**src/rtl/prf_pkg.sv**
```systemverilog
// Package: shared limits and helpers for the PRF trigger generator.
// Assumes the clock rate is an exact or rounded-down integer in Hz.
package prf_pkg;
    localparam int PRF_LOW_HZ  = 500;
    localparam int PRF_HIGH_HZ = 7000;

    // Clock cycles in one period of the given repetition rate.
    function automatic int cycles_per(input int clk_hz, input int rate_hz);
        return clk_hz / rate_hz;
    endfunction
endpackage

```
**src/rtl/prf_timer.sv**
```systemverilog
// prf_timer: interval counter that produces the trigger pulse and the pulse count.
// Assumes P_MIN >= 2, so that a width of at least one cycle leaves a low gap.
// Settings are sampled only at a pulse start. Dropping run ends the current pulse.
module prf_timer #(
    parameter int CNT_W = 18,
    parameter int SEQ_W = 16,
    parameter int P_MIN = 14285,
    parameter int P_MAX = 200000
) (
    input  logic             clk,
    input  logic             rst_n,
    input  logic             run,
    input  logic [CNT_W-1:0] period_req,
    input  logic [CNT_W-1:0] width_req,
    output logic             pulse,
    output logic [SEQ_W-1:0] seq
);
    localparam logic [CNT_W-1:0] LO = CNT_W'(P_MIN);
    localparam logic [CNT_W-1:0] HI = CNT_W'(P_MAX);

    logic             run_q;
    logic [CNT_W-1:0] phase, per_cur, wid_cur, per_new, wid_new;
    logic             start;

    // Clamp the requested interval and width into their legal ranges.
    always_comb begin
        if (period_req < LO)      per_new = LO;
        else if (period_req > HI) per_new = HI;
        else                      per_new = period_req;
        if (width_req == '0)           wid_new = CNT_W'(1);
        else if (width_req >= per_new) wid_new = per_new - CNT_W'(1);
        else                           wid_new = width_req;
    end

    assign start = !run_q || (phase == per_cur - CNT_W'(1));

    // Advance the phase; at each pulse start load new settings and count the pulse.
    always_ff @(posedge clk) begin
        if (!rst_n) begin
            run_q   <= 1'b0;
            phase   <= '0;
            per_cur <= LO;
            wid_cur <= CNT_W'(1);
            seq     <= '0;
        end else if (!run) begin
            run_q <= 1'b0;
            phase <= '0;
            seq   <= '0;
        end else if (start) begin
            run_q   <= 1'b1;
            phase   <= '0;
            per_cur <= per_new;
            wid_cur <= wid_new;
            seq     <= seq + SEQ_W'(1);
        end else begin
            phase <= phase + CNT_W'(1);
        end
    end

    assign pulse = run_q && (phase < wid_cur);
endmodule

```
**src/rtl/echo_sync.sv**
```systemverilog
// echo_sync: two-flop synchronizer for one asynchronous echo line, plus a rising-edge detector.
// The rise output is high for one cycle, two edges after the input goes high.
module echo_sync (
    input  logic clk,
    input  logic rst_n,
    input  logic async_in,
    output logic rise
);
    logic [2:0] stage;

    // Shift the input through the synchronizer and the edge-history flop.
    always_ff @(posedge clk) begin
        if (!rst_n) stage <= '0;
        else        stage <= {stage[1:0], async_in};
    end

    assign rise = stage[1] & ~stage[2];
endmodule

```
**src/rtl/echo_slot.sv**
```systemverilog
// echo_slot: per-channel record holding the captured time and pulse count.
// A new capture always wins over a pending acknowledge at the same edge.
module echo_slot #(
    parameter int TIME_W = 32,
    parameter int SEQ_W  = 16
) (
    input  logic              clk,
    input  logic              rst_n,
    input  logic              rise,
    input  logic              ack,
    input  logic [TIME_W-1:0] time_now,
    input  logic [SEQ_W-1:0]  seq_now,
    output logic              valid,
    output logic              ovf,
    output logic [TIME_W-1:0] time_q,
    output logic [SEQ_W-1:0]  seq_q
);
    // Capture on an echo edge, flag an overwrite of an unread record, clear on acknowledge.
    always_ff @(posedge clk) begin
        if (!rst_n) begin
            valid  <= 1'b0;
            ovf    <= 1'b0;
            time_q <= '0;
            seq_q  <= '0;
        end else if (rise) begin
            valid  <= 1'b1;
            ovf    <= valid & ~ack;
            time_q <= time_now;
            seq_q  <= seq_now;
        end else if (ack) begin
            valid <= 1'b0;
            ovf   <= 1'b0;
        end
    end
endmodule

```
**src/rtl/prf_sync_gen.sv**
```systemverilog
// prf_sync_gen: programmable PRF trigger driven onto NUM_CH identical outputs,
// with one echo capture record per channel.
// Assumes time_now is synchronous to clk. Echo inputs may be asynchronous.
module prf_sync_gen #(
    parameter int CLK_HZ = 100_000_000,
    parameter int NUM_CH = 6,
    parameter int TIME_W = 32,
    parameter int SEQ_W  = 16,
    localparam int P_MIN = prf_pkg::cycles_per(CLK_HZ, prf_pkg::PRF_HIGH_HZ),
    localparam int P_MAX = prf_pkg::cycles_per(CLK_HZ, prf_pkg::PRF_LOW_HZ),
    localparam int CNT_W = $clog2(P_MAX + 1)
) (
    input  logic                     clk,
    input  logic                     rst_n,
    input  logic                     run,
    input  logic [CNT_W-1:0]         period_cyc,
    input  logic [CNT_W-1:0]         width_cyc,
    input  logic [TIME_W-1:0]        time_now,
    output logic [NUM_CH-1:0]        prf_out,
    input  logic [NUM_CH-1:0]        echo_in,
    input  logic [NUM_CH-1:0]        echo_ack,
    output logic [NUM_CH-1:0]        rec_valid,
    output logic [NUM_CH-1:0]        rec_ovf,
    output logic [NUM_CH*TIME_W-1:0] rec_time,
    output logic [NUM_CH*SEQ_W-1:0]  rec_count
);
    logic             pulse;
    logic [SEQ_W-1:0] seq;

    prf_timer #(.CNT_W(CNT_W), .SEQ_W(SEQ_W), .P_MIN(P_MIN), .P_MAX(P_MAX)) u_timer (
        .clk(clk), .rst_n(rst_n), .run(run),
        .period_req(period_cyc), .width_req(width_cyc),
        .pulse(pulse), .seq(seq)
    );

    // One trigger source drives every output, so all subsystems fire together.
    assign prf_out = {NUM_CH{pulse}};

    for (genvar ch = 0; ch < NUM_CH; ch++) begin : g_ch
        logic rise;
        echo_sync u_sync (.clk(clk), .rst_n(rst_n), .async_in(echo_in[ch]), .rise(rise));
        echo_slot #(.TIME_W(TIME_W), .SEQ_W(SEQ_W)) u_slot (
            .clk(clk), .rst_n(rst_n), .rise(rise), .ack(echo_ack[ch]),
            .time_now(time_now), .seq_now(seq),
            .valid(rec_valid[ch]), .ovf(rec_ovf[ch]),
            .time_q(rec_time[ch*TIME_W +: TIME_W]),
            .seq_q(rec_count[ch*SEQ_W +: SEQ_W])
        );
    end
endmodule

```
**config.mk**
```make
export PLATFORM = sky130hd
export DESIGN_NAME = prf_sync_gen
export DESIGN_NICKNAME = d
export VERILOG_FILES = /design/src/rtl/prf_pkg.sv /design/src/rtl/prf_timer.sv /design/src/rtl/echo_sync.sv /design/src/rtl/echo_slot.sv /design/src/rtl/prf_sync_gen.sv
export SDC_FILE = /design/constraint.sdc
export NUM_CORES = 1
export LEC_CHECK = 0
export BUFFER_PORTS_ARGS = -buffer_cell sky130_fd_sc_hd__buf_2
export CORE_MARGIN = 2
export CORE_UTILIZATION = 54
export CTS_CLUSTER_DIAMETER = 60
export DETAILED_ROUTE_END_ITERATION = 10
export GPL_ROUTABILITY_DRIVEN = 0
export GPL_TIMING_DRIVEN = 0
export PLACE_DENSITY_LB_ADDON = 0.1
export SKIP_LAST_GASP = 1
export SLEW_MARGIN = 25
export SYNTH_ARGS = -nofsm -noshare
export SYNTH_HDL_FRONTEND = slang
export SYNTH_HIERARCHICAL = 1
export SYNTH_SLANG_ARGS = --single-unit
```
**constraint.sdc**
```tcl
create_clock -name clk -period 5.2 [get_ports clk]
set_input_delay 0.78 -clock clk [delete_from_list [all_inputs] [get_ports clk]]
set_output_delay 0.78 -clock clk [all_outputs]
set_load 0.01 [all_outputs]
```
==> key figures <==
Finish
  – Reg area: 7787 µm²
  – Fill count: 2595
  – Synth-to-Final Area Change: 22.39%
  – Share of layout cells above drive strength 1: 24.86%
  – Area of the multi-input gates: a little over 8000 µm²
  – Util after Layout: between 60% and 70%
  – NumNets Final: about 2200
  – Finished Cell Area: roughly 21000 µm²

Critical path
  – Levels on crit path: 16
  – Setup crit start kind: input port
  – CP Max Fanout: 10
  – Reg2reg path depth: 14
  – Most frequent CP cell: clkbuf_1
  – Worst r2r src: u_timer/per_cur[0]
  – CP max stage delay: 0.66 ns
  – Worst EP arrival: 5.46 ns
  – CP Launch Point: period_cyc[12]
  – Slowest library cell on the worst path: or4_1
  – Crit Reg-Reg Endpoint: u_timer/wid_cur[8]
  – Element type at the critical path end: register
  – CP cell instances: clkbuf_1, or4_1, nand3_1, nor3b_1, clkbuf_2, clkbuf_1, a21oi_1, ha_1, nand2_1, o21ai_0, a21oi_1, nor3_1, clkbuf_1, clkbuf_2, mux2i_1, o22ai_1
  – Critical path class: input port to register
  – Reg2reg setup slack: 1.43 ns
  – Worst endpoint required time: approximately 5.6 ns
  – CP delay by family, top: buffers and inverters
  – Worst path bufs/invs: 5

Timing
  – Tmin final: 5.079 ns
  – # setup viols final: 0
  – Pins over their slew limit: 0
  – Max Freq: 196.9 MHz
  – Slew headroom: a little under two fifths
  – Final hold vios: 0
  – Fin crit share: 97.67%
  – RSZ-0062 raised after global routing: false
  – Clk_skew: 0.01386 ns
  – Worst-Margin Slew: 0.9411 ns

Clocking
  – Worst-Skew Late Latency: roughly 0.54 ns
  – Post-CTS setup buffer count: 0
  – CTS HTree Levels: 2
  – Num CTS Buffers: 42
  – Clock sink total: 389
  – CTS max path bufs: 3
  – CTS clk-pin slew, worst paths: 0.06 ns
  – Root buffer cell: clkbuf_16
  – CTS tree: built

Floorplanning
  – Initial core utilization: approximately 54%
  – Core box area: 31310 µm²
  – Die height: 181.7 µm
  – IO Count: 389
  – Die width: 181.7 µm
  – # rows: 65
  – Die area: around 33000 µm²

Synth
  – Area leader, netlist: dfxtp_1
  – Ys Warns: 6
  – Top FF cell, synth: dfxtp_1
  – Synth cell types: 64
  – Flops & latches, synth: 389
  – Synthesized instance count: roughly 1600
  – Top cells by area, synth: dfxtp_1 46%, mux2i_1 18%, nor2b_1 11%, ha_1 2.9%, buf_8 2.1%
  – Mapped cell area: ~17000 µm²
  – Post-synth EDFFs: 0
  – Seq/Total Area, Yosys: 45.69%
  – Share of the synthesized area in the top cell type: 45.69%
  – Asr flop ratio synth: 0%
  – Syn nets: 1750
  – Synthesized area per cell: 10.47 µm²

Power and ir drop
  – Final Total Pwr: 6.773 mW
  – Total power per unit cell area: 324.7 nW/µm²
  – Leak: 8.503 nW
  – Worst IR Drop VDD: about 300 µV

Routing
  – Vias: 13180
  – Detailed Route WL: ~48000 µm
  – Post-route DRC: 0
  – Routed length per instance: roughly 19 µm
  – Vias per cell: roughly 5.3
  – Post-DRT Antenna Nets: 0
  – DRT iter0 DRCs: ~680
  – DR pass1 iterations: 5

Min path
  – Hold EP: g_ch[5].u_slot/ovf
  – Worst Hold Depth: 2
  – Worst min path class: input port to register
  – Worst hold start: echo_ack[5]

Global routing
  – First-pass GRT wire length: approximately 73000 µm
  – Total GRT Usage: 28.00%
  – Initial antenna violation count: 1
  – Largest net degree at the start of global routing: 52
  – Vias in the first global route: 12790
  – Remaining Overflow, GRT: 0

Status
  – Status: completed

Run
  – Max-cap violations: 0

Placed design
  – Post-DP Area: slightly below 20000 µm²
  – DP Wirelength: around 35000 µm
  – Port-buffer cells: 383
[cells in the mapped netlist, types with 10 or more instances]
master / number
dfxtp_1: 389
mux2i_1: 303
nor2b_1: 299
nor2_1: 65
clkbuf_1: 53
nand2_1: 44
ha_1: 39
a21oi_1: 33
inv_1: 33
nand3_1: 32
o21ai_0: 30
xnor2_1: 28
xor2_1: 26
and2_1: 25
buf_8: 24
nor3_1: 15
nand4_1: 13
o31ai_1: 11
o22ai_1: 10
[flip-flops by register name, indices dropped and copies added, names as in the netlist]
signal / cells
g_ch.u_slot/valid: 6
u_timer/seq: 16
g_ch.u_slot/seq_q: 96
g_ch.u_slot/time_q: 192
u_timer/per_cur: 18
u_timer/wid_cur: 18
u_timer/run_q: 1
g_ch.u_sync/stage: 18
u_timer/phase: 18
g_ch.u_slot/ovf: 6
[worst reg2reg max path, delay by kind of cell (launching register included)]
kind                     cells  cell delay [ns]
AO/OA/AOI/OAI                6             1.57
adder cells (fa/ha/maj)      1             0.19
flip-flops                   1             0.31
buffers and inverters        4             0.77
AND/OR/NAND/NOR              3             0.79
[repair_timing]
item	CTS	global route
hold endpoints to repair	0	0
hold buffers	0	0
endpoints found under the setup margin	2	8
resized for setup	1	4
[layer usage]
layer  wire length (µm)  GRT usage (%)  part of all wire, %
met4                891          6.569                  1.9
met1              20300          35.03                   43
met3               3630          7.722                  7.6
met2              22790          48.03                   48
met5                 11              0                0.023
[kinds of logic after synthesis]
| logic type | synth area share [%] |
|---|---|
| flip-flops | 45.69 |
| multiplexers | 17.79 |
| buffers and inverters | 5.623 |
| adder cells (fa/ha/maj) | 2.863 |
| XOR/XNOR | 2.775 |
| AO/OA/AOI/OAI | 5.689 |
| AND/OR/NAND/NOR | 19.56 |
[worst max path at each step]
stage	slack (ns)	end
4_1_cts	0.08	u_timer/wid_cur[11]
6_report	0.12	u_timer/wid_cur[11]
3_3_place_gp	-0.58	u_timer/wid_cur[11]
2_1_floorplan	0.67	u_timer/wid_cur[11]
5_1_grt	0.02	u_timer/wid_cur[11]
3_5_place_dp	-0.59	u_timer/wid_cur[11]
[cell usage in the layout (no fill, tap or decap), types with 8 or more instances in the layout]
cell         n
buf_2      390
dfxtp_1    389
mux2i_1    303
nor2b_1    299
nor2_1      65
clkbuf_1    64
nand2_1     44
clkbuf_16   43
ha_1        39
inv_1       33
a21oi_1     33
nand3_1     32
o21ai_0     30
xnor2_1     28
xor2_1      26
and2_1      25
buf_8       24
nor3_1      15
nand4_1     13
o31ai_1     11
o22ai_1     10
or3_1        9
clkbuf_8     8
or4_1        8
a21o_1       8
and3_1       8
[per-stage QoR]
| step | instances | worst slack (ns) | TNS [ns] | hold slack, ns |
|---|---|---|---|---|
| 2_1_floorplan | 1628 | 0.6654 | 0 | 0.4118 |
| 3_3_place_gp | 2413 | -0.5823 | -4.271 | 0.4158 |
| 3_5_place_dp | 2413 | -0.5902 | -4.214 | 0.4177 |
| 4_1_cts | 2486 | 0.08403 | 0 | 0.4005 |
| 5_1_grt | 2486 | 0.01576 | 0 | 0.4109 |
| 6_report | 2487 | 0.1211 | 0 | 0.4242 |
[layout make-up]
class                   count  share of cell area (%)
well taps                 402                   2.411
repair buffers            383                   9.189
clock inverters             9                  0.6898
plain buffers             104                   4.013
inverters                  33                  0.5938
clock buffers              64                   5.920
multi-input cells        1102                   39.84
flip-flops and latches    389                   37.33
diodes                      1                 0.01200
[power by group]
group	total, mW	switching, mW	leakage, nW	internal [mW]
sequential	3.11	0.0494	3.16	3.06
combinational	0.674	0.379	4.68	0.294
clock	2.99	1.20	0.668	1.79
total	6.77	1.63	8.50	5.15
Power figures use the tool's default switching activity.
